[src/rtl/opc_dec_pkg.sv]
package opc_dec_pkg;

  localparam int OP_W   = 3;
  localparam int MODE_W = 3;
  localparam int GRP_W  = 2;
  localparam int OPC_W  = OP_W + MODE_W + GRP_W;
  localparam int N_CLS  = 13;
  localparam int AM_W   = 4;
  localparam int DST_W  = 3;

  typedef enum logic [3:0] {
    CLS_LOGIC  = 4'd0,
    CLS_ADD    = 4'd1,
    CLS_SUB    = 4'd2,
    CLS_CMP    = 4'd3,
    CLS_LOAD   = 4'd4,
    CLS_STORE  = 4'd5,
    CLS_SHIFT  = 4'd6,
    CLS_INCDEC = 4'd7,
    CLS_XFER   = 4'd8,
    CLS_BRANCH = 4'd9,
    CLS_FLAG   = 4'd10,
    CLS_FLOW   = 4'd11,
    CLS_NOP    = 4'd12
  } op_cls_e;

  typedef enum logic [AM_W-1:0] {
    AM_NONE = 4'd0,
    AM_ACC  = 4'd1,
    AM_IMM  = 4'd2,
    AM_ZP   = 4'd3,
    AM_ZPX  = 4'd4,
    AM_ABS  = 4'd5,
    AM_ABSX = 4'd6,
    AM_ABSY = 4'd7,
    AM_INDX = 4'd8,
    AM_INDY = 4'd9,
    AM_REL  = 4'd10
  } am_e;

  typedef enum logic [DST_W-1:0] {
    DST_NONE = 3'd0,
    DST_A    = 3'd1,
    DST_X    = 3'd2,
    DST_Y    = 3'd3,
    DST_SP   = 3'd4,
    DST_MEM  = 3'd5,
    DST_PC   = 3'd6
  } dst_e;

  typedef struct packed {
    logic    ill;
    op_cls_e cls;
    am_e     am;
    dst_e    dst;
    logic    flg;
  } dec_t;

  localparam dec_t DEC_ILLEGAL = '{ill: 1'b1, cls: CLS_NOP, am: AM_NONE,
                                   dst: DST_NONE, flg: 1'b0};

  function automatic dec_t mk_dec(op_cls_e c, am_e a, dst_e d, logic f);
    dec_t r;
    r.ill = 1'b0;
    r.cls = c;
    r.am  = a;
    r.dst = d;
    r.flg = f;
    return r;
  endfunction

endpackage

[src/rtl/opc_grp_alu.sv]
module opc_grp_alu
  import opc_dec_pkg::*;
(
  input  logic [OP_W-1:0]   op_i,
  input  logic [MODE_W-1:0] mode_i,
  output dec_t              dec_o
);

  op_cls_e cls;
  dst_e    dst;
  am_e     am;

  always_comb begin
    case (op_i)
      3'd0, 3'd1, 3'd2: cls = CLS_LOGIC;
      3'd3:             cls = CLS_ADD;
      3'd4:             cls = CLS_STORE;
      3'd5:             cls = CLS_LOAD;
      3'd6:             cls = CLS_CMP;
      default:          cls = CLS_SUB;
    endcase
  end

  always_comb begin
    case (mode_i)
      3'd0:    am = AM_INDX;
      3'd1:    am = AM_ZP;
      3'd2:    am = AM_IMM;
      3'd3:    am = AM_ABS;
      3'd4:    am = AM_INDY;
      3'd5:    am = AM_ZPX;
      3'd6:    am = AM_ABSY;
      default: am = AM_ABSX;
    endcase
  end

  always_comb begin
    if (cls == CLS_STORE)     dst = DST_MEM;
    else if (cls == CLS_CMP)  dst = DST_NONE;
    else                      dst = DST_A;
  end

  always_comb begin
    if (cls == CLS_STORE && am == AM_IMM) dec_o = DEC_ILLEGAL;
    else dec_o = mk_dec(cls, am, dst, cls != CLS_STORE);
    AST_STORE_NO_FLAG: assert (!(!dec_o.ill && dec_o.cls == CLS_STORE && dec_o.flg))
      else $error("store must not update flags");
    AST_STORE_NOT_IMM: assert (!(!dec_o.ill && dec_o.cls == CLS_STORE && dec_o.am == AM_IMM))
      else $error("store with immediate mode decoded as legal");
  end

endmodule

[src/rtl/opc_grp_shift.sv]
module opc_grp_shift
  import opc_dec_pkg::*;
(
  input  logic [OP_W-1:0]   op_i,
  input  logic [MODE_W-1:0] mode_i,
  output dec_t              dec_o
);

  dec_t shift_d;
  dec_t reg_d;

  // Lower half of the operation space: shifts and rotates
  always_comb begin
    case (mode_i)
      3'd1:    shift_d = mk_dec(CLS_SHIFT, AM_ZP,   DST_MEM, 1'b1);
      3'd2:    shift_d = mk_dec(CLS_SHIFT, AM_ACC,  DST_A,   1'b1);
      3'd3:    shift_d = mk_dec(CLS_SHIFT, AM_ABS,  DST_MEM, 1'b1);
      3'd5:    shift_d = mk_dec(CLS_SHIFT, AM_ZPX,  DST_MEM, 1'b1);
      3'd7:    shift_d = mk_dec(CLS_SHIFT, AM_ABSX, DST_MEM, 1'b1);
      default: shift_d = DEC_ILLEGAL;
    endcase
  end

  // Upper half: only the register-op overrides are mapped
  always_comb begin
    case ({op_i, mode_i})
      {3'd4, 3'd2}: reg_d = mk_dec(CLS_XFER,   AM_NONE, DST_A,    1'b1);
      {3'd6, 3'd2}: reg_d = mk_dec(CLS_INCDEC, AM_NONE, DST_X,    1'b1);
      {3'd7, 3'd2}: reg_d = mk_dec(CLS_NOP,    AM_NONE, DST_NONE, 1'b0);
      {3'd4, 3'd6}: reg_d = mk_dec(CLS_XFER,   AM_NONE, DST_SP,   1'b0);
      {3'd5, 3'd6}: reg_d = mk_dec(CLS_XFER,   AM_NONE, DST_X,    1'b1);
      default:      reg_d = DEC_ILLEGAL;
    endcase
  end

  always_comb begin
    dec_o = op_i[OP_W-1] ? reg_d : shift_d;
    AST_ACC_TO_A: assert (dec_o.ill || dec_o.am != AM_ACC || dec_o.dst == DST_A)
      else $error("accumulator shift not writing A");
    AST_SHIFT_LOW_OPS: assert (dec_o.ill || dec_o.cls != CLS_SHIFT || !op_i[OP_W-1])
      else $error("shift decoded in upper operation half");
  end

endmodule

[src/rtl/opc_grp_ctrl.sv]
module opc_grp_ctrl
  import opc_dec_pkg::*;
(
  input  logic [OP_W-1:0]   op_i,
  input  logic [MODE_W-1:0] mode_i,
  output dec_t              dec_o
);

  dec_t flow_d, step_d, br_d, misc_d;

  always_comb begin
    case (op_i)
      3'd0:    flow_d = mk_dec(CLS_FLOW, AM_NONE, DST_PC, 1'b1);
      3'd1:    flow_d = mk_dec(CLS_FLOW, AM_ABS,  DST_PC, 1'b0);
      3'd2:    flow_d = mk_dec(CLS_FLOW, AM_NONE, DST_PC, 1'b1);
      3'd3:    flow_d = mk_dec(CLS_FLOW, AM_NONE, DST_PC, 1'b0);
      default: flow_d = DEC_ILLEGAL;
    endcase
  end

  always_comb begin
    case (op_i)
      3'd4, 3'd6: step_d = mk_dec(CLS_INCDEC, AM_NONE, DST_Y, 1'b1);
      3'd7:       step_d = mk_dec(CLS_INCDEC, AM_NONE, DST_X, 1'b1);
      default:    step_d = DEC_ILLEGAL;
    endcase
  end

  always_comb begin
    case (op_i)
      3'd4, 3'd6, 3'd7: br_d = mk_dec(CLS_BRANCH, AM_REL, DST_PC, 1'b0);
      default:          br_d = DEC_ILLEGAL;
    endcase
  end

  always_comb begin
    case (op_i)
      3'd4:                   misc_d = mk_dec(CLS_XFER, AM_NONE, DST_A,    1'b1);
      3'd1, 3'd5, 3'd6, 3'd7: misc_d = mk_dec(CLS_FLAG, AM_NONE, DST_NONE, 1'b1);
      default:                misc_d = DEC_ILLEGAL;
    endcase
  end

  always_comb begin
    case (mode_i)
      3'd0:    dec_o = flow_d;
      3'd2:    dec_o = step_d;
      3'd4:    dec_o = br_d;
      3'd6:    dec_o = misc_d;
      default: dec_o = DEC_ILLEGAL;
    endcase
    AST_BRANCH_REL: assert (dec_o.ill || dec_o.cls != CLS_BRANCH ||
                            (dec_o.am == AM_REL && dec_o.dst == DST_PC))
      else $error("branch without relative mode");
    AST_FLAG_NO_DEST: assert (dec_o.ill || dec_o.cls != CLS_FLAG ||
                              (dec_o.dst == DST_NONE && dec_o.flg))
      else $error("flag op writes a register");
  end

endmodule

[src/rtl/opc_group_decoder.sv]
module opc_group_decoder
  import opc_dec_pkg::*;
(
  input  logic [OPC_W-1:0] opcode_i,
  output logic [N_CLS-1:0] op_class_o,
  output logic [AM_W-1:0]  addr_mode_o,
  output logic [DST_W-1:0] dest_o,
  output logic             flag_upd_o,
  output logic             illegal_o
);

  localparam int GRP_LSB  = 0;
  localparam int MODE_LSB = GRP_LSB + GRP_W;
  localparam int OP_LSB   = MODE_LSB + MODE_W;

  logic [OP_W-1:0]   op_f;
  logic [MODE_W-1:0] mode_f;
  logic [GRP_W-1:0]  grp_f;
  dec_t alu_d, shf_d, ctl_d, sel_d;

  assign op_f   = opcode_i[OP_LSB +: OP_W];
  assign mode_f = opcode_i[MODE_LSB +: MODE_W];
  assign grp_f  = opcode_i[GRP_LSB +: GRP_W];

  opc_grp_alu u_alu (
    .op_i   (op_f),
    .mode_i (mode_f),
    .dec_o  (alu_d)
  );

  opc_grp_shift u_shift (
    .op_i   (op_f),
    .mode_i (mode_f),
    .dec_o  (shf_d)
  );

  opc_grp_ctrl u_ctrl (
    .op_i   (op_f),
    .mode_i (mode_f),
    .dec_o  (ctl_d)
  );

  always_comb begin
    case (grp_f)
      2'd0:    sel_d = ctl_d;
      2'd1:    sel_d = alu_d;
      2'd2:    sel_d = shf_d;
      default: sel_d = DEC_ILLEGAL;
    endcase
  end

  for (genvar k = 0; k < N_CLS; k++) begin : g_cls
    assign op_class_o[k] = !sel_d.ill && (sel_d.cls == op_cls_e'(k));
  end

  assign addr_mode_o = sel_d.am;
  assign dest_o      = sel_d.dst;
  assign flag_upd_o  = sel_d.flg;
  assign illegal_o   = sel_d.ill;

  always_comb begin
    AST_CLASS_ONEHOT: assert (illegal_o ? (op_class_o == '0) : ($countones(op_class_o) == 1))
      else $error("class vector not one-hot");
    AST_ILLEGAL_QUIET: assert (!illegal_o ||
                               (addr_mode_o == '0 && dest_o == '0 && !flag_upd_o))
      else $error("illegal opcode drives outputs");
    AST_GROUP3_ILLEGAL: assert (opcode_i[GRP_LSB +: GRP_W] != 2'd3 || illegal_o)
      else $error("group 3 opcode decoded as legal");
  end

endmodule

[config.mk]
export PLATFORM = sky130hd
export DESIGN_NAME = opc_group_decoder
export DESIGN_NICKNAME = d
export VERILOG_FILES = /design/src/rtl/opc_dec_pkg.sv /design/src/rtl/opc_grp_alu.sv /design/src/rtl/opc_grp_shift.sv /design/src/rtl/opc_grp_ctrl.sv /design/src/rtl/opc_group_decoder.sv
export SDC_FILE = /design/constraint.sdc
export NUM_CORES = 1
export LEC_CHECK = 0
export BUFFER_PORTS_ARGS = -buffer_cell sky130_fd_sc_hd__buf_2
export CAP_MARGIN = 20
export CORE_MARGIN = 2
export CORE_UTILIZATION = 40
export DETAILED_ROUTE_END_ITERATION = 8
export PLACE_DENSITY = 0.69
export SKIP_LAST_GASP = 1
export SYNTH_ARGS = -nofsm -noshare
export SYNTH_HDL_FRONTEND = slang
export SYNTH_SLANG_ARGS = --single-unit
[constraint.sdc]
create_clock -name vclk -period 3.5
set_input_delay 0.7 -clock vclk [all_inputs]
set_output_delay 0.7 -clock vclk [all_outputs]
set_load 0.01 [all_outputs]
[Yosys cells after proc, flatten, opt, wreduce, memory -nomap -nowiden]
Cells that the tools add are included.
Cells by class
  equality and inequality tests: 37
  mux-type cells: 14
  reduce and logical (&&, ||, !) cells: 24
Operators with widths (count)
  one-hot mux 13 bit (5 select lines): 2
  one-hot mux 13 bit (3 select lines): 2
  one-hot mux 13 bit (2 select lines): 2
  one-hot mux 13 bit (4 select lines): 1
  2-to-1 mux 13 bit: 3
  equality test 6 bit, second input constant: 5
  one-hot mux 4 bit (7 select lines): 1
  equality test 3 bit, second input constant: 9
  equality test 4 bit, second input constant: 5
  equality test 4 x 3 -> 1 bit, second input constant: 4
  equality test 3 x 2 -> 1 bit, second input constant: 5
  one-hot mux 3 bit (5 select lines): 1
  logical AND 1 bit: 14
  equality test 4 x 2 -> 1 bit, second input constant: 3
  equality test 3 x 1 -> 1 bit, second input constant: 2
  zero test 3 bit: 2
  OR reduction 3 bit: 2
  equality test 4 x 1 -> 1 bit, second input constant: 1
  zero test 4 bit: 1
  OR reduction 2 bit: 2
  OR reduction 4 bit: 1
  2-to-1 mux 3 bit: 1
  inequality test 3 bit, second input constant: 1
  equality test 2 x 1 -> 1 bit, second input constant: 1
  4 further kinds: 4
Word-level totals
  flip-flop bits (word level): 0
  output and inout bits: 22

[Longest topological paths before layout]
Gate-level depths: netlist (run 1).
  depth in word-level cells: 10
  gate-level depth with buffers: 10
  depth with buffers taken out: 7

[Hierarchy]
Synthesis (run 1) repeated with hierarchy kept, for this count alone.
Second synthesis, totals
  cells, all modules: 160
  area, all modules: 1101.1 um2
Modules (own cells, without submodules)
  opc_group_decoder: cells an instance 72, times used 1, area an instance 516.7 um2, seq. area each 0.0 um2
  opc_grp_ctrl: cells an instance 32, times used 1, area an instance 227.7 um2, seq. area each 0.0 um2
  opc_grp_shift: cells an instance 35, times used 1, area an instance 212.7 um2, seq. area each 0.0 um2
  opc_grp_alu: cells an instance 21, times used 1, area an instance 143.9 um2, seq. area each 0.0 um2

[Least setup slack after synthesis (run 1)]
No wires, ideal clock.
  kind: input to output
  start point: input port opcode_i[2]
  end point: output port op_class_o[12]
  stages: 10
  setup slack: -228 ps
  arrival: 3028 ps
  data required time: 2800 ps
  cell sequence: buf_2 > buf_1 > inv_1 > ha_1 > nor2_1 > nand3b_1 > nor3_1 > or4_1 > clkbuf_1 > nor4_1
On the way
  word-level cells in the longest chain between the ends: 8
Ends and longest elaborated chain
  start: declaration: RTL line opc_group_decoder.sv:4  | input logic [OPC_W-1:0] opcode_i,
  equality test 3 bit (tied with other cells): RTL line opc_grp_alu.sv:25, opc_grp_ctrl.sv:45
  one-hot mux 4 bit (7 select lines): RTL line opc_grp_alu.sv:25  | case (mode_i)
  equality test 4 x 2 -> 1 bit: RTL line opc_grp_alu.sv:44  | if (cls == CLS_STORE && am == AM_IMM) dec_o = DEC_ILLEGAL;
  logical AND 1 bit: RTL line opc_grp_alu.sv:44
  2-to-1 mux 13 bit: RTL line opc_grp_alu.sv:44
  one-hot mux 13 bit (3 select lines) (*): RTL line opc_group_decoder.sv:44  | case (grp_f)
  equality test 4 bit / zero test 1 bit (equally long branches): RTL line opc_group_decoder.sv:53  | assign op_class_o[k] = !sel_d.ill && (sel_d.cls == op_cls_e'(k));
  logical AND 1 bit (*): RTL line opc_group_decoder.sv:53
  end: declaration: RTL line opc_group_decoder.sv:5  | output logic [N_CLS-1:0] op_class_o,
Mark *: on every way between the ends. The rest lies on a longest branch, timed or not.

[Worst setup path after layout (run 1)]
  start point: input port opcode_i[5]
  end point: output port op_class_o[12]
On the way
  word-level cells in the longest chain between the ends: 9
Ends and longest elaborated chain
  equality test 3 x 1 -> 1 bit (tied with other cells): RTL line opc_grp_alu.sv:14, opc_grp_ctrl.sv:12, opc_grp_ctrl.sv:37
  OR reduction 3 bit: RTL line opc_grp_alu.sv:14  | case (op_i)
  one-hot mux 3 bit (5 select lines): RTL line opc_grp_alu.sv:14
  equality test 3 bit: RTL line opc_grp_alu.sv:44
  logical AND 1 bit: RTL line opc_grp_alu.sv:44
  2-to-1 mux 13 bit: RTL line opc_grp_alu.sv:44
  one-hot mux 13 bit (3 select lines) (*): RTL line opc_group_decoder.sv:44
  equality test 4 bit / zero test 1 bit (equally long branches): RTL line opc_group_decoder.sv:53
  logical AND 1 bit (*): RTL line opc_group_decoder.sv:53
Marked as above.

==> results.md, run 1 <==
Floorplan:
- The core footprint is 2020 um2.
- The cell row count is 16.
- The die width is ~51 um.
- 30 I/O pins were placed.
- The vertical die dimension is 50.8 um.
- The initial standard-cell utilization of the core is 43.4%.
- The floorplan die area is 2580 um2.

Global route:
- The met3 layer usage reported by global route is 3.22%.
- Entering global routing, the biggest net connects 23 pins.
- For this run the aggregate overflow at the end of global routing stands at 0.
- Global routing used 37.5% of the available met2 tracks.
- The first-pass GRT wire length is 4.64 mm.
- The via count of the first global-routing pass came to 1,042.
- The number of antenna violations at the first check in global routing is 0.
- For this run, global-route usage on met1 was measured as 30.0%.
- After global routing, the most crowded layer is met2.
- Across every metal layer, demand over resource in global routing totals between 20% and 30%.

Setup path:
- STA classifies the critical path endpoint as a primary output.
- Of all nets on the critical path, the largest fanout is 10.
- STA puts the critical path data arrival time at around 2.6 ns.
- The worst setup path is launched from an input pin.
- The class of the most critical setup path is in2out.
- The required arrival time at the worst endpoint is 2.80 ns.

Synth:
- The total number of yosys warnings is 0.
- For this run, the register share of the synthesized area comes to 0%.
- The gate count after technology mapping is 136.
- After synthesis the cells add up to a little under 900 um2.
- The synthesized area divided by synthesized cell count is 6.45 um2.
- The net count of the mapped netlist is 147.
- The post-synthesis cell type count is 49.

Timing:
- The final setup violation count is 0.
- The relative slew slack is 69.1%.
- The maximum clock frequency is approximately 0.3 GHz.
- Setup total negative slack on the finished layout was measured at 0 ns.
- The hold violation count in the final report came to 0.
- The worst path uses 95.2% of the clock period.
- For the pin with the worst max-slew slack, the measured transition is 0.460 ns.
- Once routing completed, OpenROAD measured the worst setup slack at approximately 0.17 ns.
- The max-slew violation count was 0.
- Setup repair after global routing left no endpoint under its margin.
- Subtracting the final worst setup slack from the clock period gives 3.33 ns.

Flow run:
- The tool flagged a number of max-cap violations equal to 0.

Routing:
- The via density per instance is 6.38.
- The first detailed-routing pass ran for 4 iterations.
- The remaining routing DRC violations is 0.
- The detailed router finished its first iteration with 42 violations.
- The average wire per standard cell is ~15 um.
- The count of nets left with antenna violations once routing finished came out at 0.
- Wires add up to 2.85 mm.
- The overall via count from detail_route is 1,193.

Status:
- The run finished with clean final reports.

Placement:
- Timing analysis after detailed placement gives a worst setup slack of 0.178 ns.
- In this run the tool buffered the top-level ports with 30 buffer cells.
- The detailed-placement wirelength estimate is 2.24 mm.
- After detailed placement, the design holds a cell count of between 150 and 200.
- At the end of routability-driven placement, the weighted congestion stood at 0.931.

Final layout:
- In the final design database the tool counted 173 nets.
- The final antenna diode count is 0.
- Summing all flip-flop and latch instances after layout gives 0 um2.
- Cells fill between 50 and 60% of the core in the end.
- The number of fillers in the final layout is 209.
- The area of the multi-input gates is 821 um2.
- The count of flip-flops and latches is 0.
- The clock buffers instantiated in the layout total 0.
- The library cells used most frequently in the layout, excluding fill and tap cells, are buf_2, nor3_1, nor2_1.
- The relative area change from synthesis to final layout is 21.8%.
- The fraction of layout instances using a drive strength above 1 is 30.6%.
- After the flow finishes, the layout carries non-filler instances totaling ~190.
- The library cell used most frequently in the layout, excluding fill and tap cells, is buf_2.

Power:
- The net switching power is roughly 77 uW.
- Per report_power, the combinational group accounts for 100.0% of the total.
- The internal cell power is 47.7 uW.
- The reported leakage power is 0.000453 uW.
- The sequential fraction of design power is 0%.
- Power spread over the standard cell area amounts to 116 nW/um2.
- VDD sags by at most 0.0717 mV.
- The share of total power consumed by net switching is 61.6%.
- The clock network power share is 0%.

Clock network:
- The number of hold buffers added after cts is 0.

Worst hold path:
- The tightest min-delay check is of the in2out type.
- The worst hold path stage count is 3.
==> logic make-up (layout without fill, tap and decap cells) <==
logic type | after synthesis | in the layout | share of synthesized area, %
buffers and inverters | 17 | 41 | 8.99
multiplexers | 1 | 1 | 1.14
AND/OR/NAND/NOR | 72 | 72 | 47.2
adder cells (fa/ha/maj) | 4 | 4 | 5.42
AO/OA/AOI/OAI | 41 | 41 | 36.2
XOR/XNOR | 1 | 1 | 0.999
==> cells in the mapped netlist (2+ instances only) <==
cell      number  area share (%)
o21ai_0        8             4.6
nor2b_1        7             5.0
nor2_1        12             5.1
nand3_1        6             3.4
buf_1          2            0.86
a311o_1        3             3.4
nand3b_1       4             3.4
and3_1         2             1.4
buf_2          6             3.4
nand2_1        4             1.7
ha_1           3             4.3
a21oi_1       10             5.7
o31ai_1        2             1.7
inv_1          4             1.7
o211ai_1       2             1.7
or4_1          3             2.6
nor4_1         5             3.6
nand2b_1       5             3.6
clkbuf_1       3             1.3
a211oi_1       2             1.7
nor3_1        15             8.6
==> final cells by class <==
class	instances	area share, %
Multi-Input combinational cell	119	76.8
Timing Repair Buffer	36	18.3
Tap cell	27	3.16
Inverter	5	1.76
==> worst max-delay path, stage by stage <==
cell and delay (ns):
buf_2 0.15, or3b_4 0.44, o41a_4 0.50, a311oi_2 0.30, nand3_1 0.13, nor4_2 0.24, buf_2 0.16
==> metal layers <==
layer / up-vias / routed length [um]
met1: 558 / 1240
met5: - / 0
met2: 59 / 1380
li1: 576 / -
met4: 0 / 0
met3: 0 / 228
==> repair_timing <==
item,in CTS,in global routing
endpoints found under the hold margin,0,0
buffers inserted,0,0
endpoints found under the setup margin,0,6
gates resized for setup,0,2
==> worst paths after layout <==
path | from | end | slack (ns)
max | opcode_i[5] | op_class_o[12] | 0.17
min | opcode_i[1] | addr_mode_o[3] | 1.78
==> through the flow <==
step                      total power (uW)  instance area (um2)  hold WS [ns]
after floorplan                       89.9                  891          1.48
after global placement                 119                 1060          1.76
after detailed placement               121                 1060          1.77
after CTS                              122                 1060          1.77
after global routing                   136                 1070          1.81
final                                  124                 1070          1.78
==> power by group through the flow <==
stage	logic [uW]	registers [uW]	clock network [uW]
2_1_floorplan	89.9	0	0
3_3_place_gp	119	0	0
3_5_place_dp	121	0	0
4_1_cts	122	0	0
5_1_grt	136	0	0
6_report	124	0	0
(Power assumes the default switching activity.)
==> run 2, diff against run 1 <==
PLACE_DENSITY = 0.66   (was 0.69)
SYNTH_HIERARCHICAL = 1   (was not set)
==> run 2 against run 1 <==
Effect of this change: non-clock buffer count is 5 lower; sequential share of layout area stayed put; worst hold slack better by 0.17 ns; synthesized cell count is 18% higher; maximum frequency is 3.4% higher; utilization is 9.2 points lower; die area is 23% higher; total power is 13% higher; largest cell class unchanged.
==> results.md, run 2 <==
Setup path:
- The worst setup path is captured at a primary output.
- The worst-path cell with the longest stage delay is or4_4.
- Grouping stages by cell kind, the critical path spends the most delay in simple AND/OR/NAND/NOR gates.
- The setup path with the least slack is of type in2out.
- The signal arrival time at the worst endpoint is between 2 and 3 ns.
- The worst-path maximum fanout is 24.
- In this design, the stage delay of the slowest critical-path cell is 0.52 ns.
- The sum of buffers and inverters on the critical path is 3.
- The required arrival time at the worst endpoint is 2.80 ns.
- The most used cell along the critical path is buf_2.
- The kind of start point of the critical path is an input pin.
- Traced cell by cell, the critical path runs through buf_2, inv_2, or4_4, mux2_2, o22ai_4, nand3_1, nor2_1, buf_2.

Routing:
- For this block, the routed nets add up to 2.61 mm of wire.
- Using the TritonRoute via totals, the vias-per-cell ratio works out to between 5 and 6.
- The first detailed-routing pass took 4 iterations.
- After detailed routing, the average wire length per cell comes to between 10 and 15 um.
- The routed layout has 1,180 vias.
- After the first detailed-routing iteration, the DRC count stood at 30.
- The remaining routing DRC violations is 0.
- Once detail routing completed, the nets flagged for antenna violations numbered 0.

Final layout:
- Sequential cells placed in the final layout were counted as 0.
- The fraction of layout instances using a drive strength above 1 is 28.2%.
- In the layout the commonest cells are buf_2, nor2_1, nand2_1.
- The number of standard cells in the layout, taps in and fillers out is between 200 and 250.
- Summing all flip-flop and latch instances after layout gives 0 um2.
- Leaving out fill and tap cells, the most frequent cell in the layout is buf_2.
- The final antenna diode count is 0.
- At the end of the flow, the number of nets in the layout was about 180.
- The number of clock buffers in the layout is 0.
- The number of fillers in the final layout is about 280.
- Compared with the post-synthesis result, the final layout area differs by 6.59%.

Synth:
- The combinational family with the most area after synthesis is simple AND/OR/NAND/NOR gates.
- The mapped netlist covers 1100 um2.
- The dominant cell by count in the synthesized netlist is nor2_1.
- The portion of netlist area occupied by mux cells is 15.7%.
- Summing the areas of all and, or, nand and nor instances in the mapped netlist gives 36.9% of the synthesized area.
- The number of nets handed over by synthesis was 168.
- The commonest cells after synthesis are nor2_1, nand2_1, mux2i_1.
- The Yosys step of the flow raised 6 warnings.
- Summing the areas of all compound-gate instances in the mapped netlist gives between 30% and 40% of the synthesized area.
- The synthesized area divided by synthesized cell count is 6.88 um2.
- The share of the synthesized netlist area taken by xor and xnor gates is under 10%.
- The top-area cell type share of the netlist area is 10.9%.
- The post-synthesis cell type count is 51.
- The cell type contributing the most total cell area after synthesis is mux2i_1.
- The post-synthesis sequential area ratio is 0%.
- The cell count after synthesis came out at 160.
- Ranked by total cell area, the synthesized netlist is headed by mux2i_1, buf_4, nor2_1.
- After Yosys synthesis, full adders, half adders and majority gates account for 0.909% of the synthesized area.

Timing:
- After layout, the worst path uses between 90% and 100% of the clock period.
- The max-slew violation count is 0.
- Timing would allow up to between 0.3 and 0.4 GHz.
- Setup violations remaining at the end of the flow were counted as 0.
- The least setup slack across all paths after layout is ~0.28 ns.
- The hold violation count in the final report was 0.
- The final critical path time including I/O delays and setup is 3.22 ns.
- In the final timing run, aggregate negative setup slack is 0 ns.
- Setup repair after global routing left no endpoint under its margin.

Floorplan:
- The core footprint is roughly 2700 um2.
- For this configuration, the core starts out at a cell density of 41.0%.
- The vertical die dimension is 56.5 um.
- 30 I/O pins were placed.
- The die width is 56.5 um.
- The cell row count is 19.
- The floorplan die area is 3190 um2.

Global route:
- The total overflow left after global routing is 0.
- The via count of the first global-routing pass is 1,061.
- The pin count of the biggest net entering global routing is 25.
- The number of antenna violations at the first check in global routing came to 0.
- The first-pass GRT wire length is 4.51 mm.
- The total track usage is ~16%.

Placement:
- In this run the tool buffered the top-level ports with 30 buffer cells.
- The detailed-placement wirelength estimate is 1.96 mm.
- The number of cells after detailed placement is 205.
- OpenSTA, run right after detailed placement, puts the worst setup slack at roughly 0.28 ns.
- Routability-driven placement finished with a final weighted congestion of between 0.8 and 0.9.

Worst hold path:
- The min-delay analysis places its worst path in the category in2out.

Status:
- The flow ran to the end, and the final reports show no timing, DRC or antenna violations.

Clock network:
- The number of setup buffers added after CTS is 0.
- The post-cts sizing count is 0.
- After clock tree synthesis, the flow added hold-fix buffers numbering 0.

Power:
- The reported leakage power is approximately 0.0005 uW.
- VDD sags by at most roughly 0.076 mV.
- Dividing total power by cell area gives a power density of 120 nW/um2.

Flow run:
- Across the run, the number of max-cap violations was 0.
==> run 2: path summary, 6_finish.rpt <==
kind | startpoint | to | depth (start not counted)
min | opcode_i[1] | addr_mode_o[1] | 3
max | opcode_i[7] | op_class_o[3] | 8
==> run 2: per-stage QoR <==
stage | hold slack (ns) | instance area (um2) | util (%) | power, uW
finish | 1.94 | 1170 | 43.7 | 141
global route | 2.01 | 1170 | 43.7 | 155
CTS | 1.95 | 1170 | 43.7 | 140
detailed placement | 1.95 | 1170 | 43.7 | 140
global placement | 1.94 | 1170 | 43.7 | 138
floorplan | 1.62 | 1100 | - | 111
==> run 2: cell families after synthesis <==
family                   Yosys count
AO/OA/AOI/OAI                     43
XOR/XNOR                           3
adder cells (fa/ha/maj)            1
buffers and inverters             23
multiplexers                      16
other                              2
AND/OR/NAND/NOR                   72
==> run 2: report_power, final <==
group	internal, uW	total (uW)	switching (uW)
clock	0	0	0
sequential	0	0	0
combinational	56.6	141	84.0
total	56.6	141	84.0
==> run 2: final cells by class <==
type                       instances  area [um2]  share of cell area (%)
inverter                           6        22.5                    1.92
timing repair buffer              31         158                    13.4
tap                               31        38.8                    3.30
multi-input combinational        137         955                    81.3
==> run 2: routing by layer <==
| metal | share of wire [%] | track usage, % | wire length (um) | vias to the layer above |
|---|---|---|---|---|
| li1 | - | - | - | 603 |
| met1 | 46 | 21.8 | 1210 | 550 |
| met2 | 49 | 30.6 | 1290 | 25 |
| met3 | 3.6 | 0 | 95 | 2 |
| met4 | 0.65 | 1.36 | 17 | 0 |
| met5 | 0 | 0 | 0 | - |
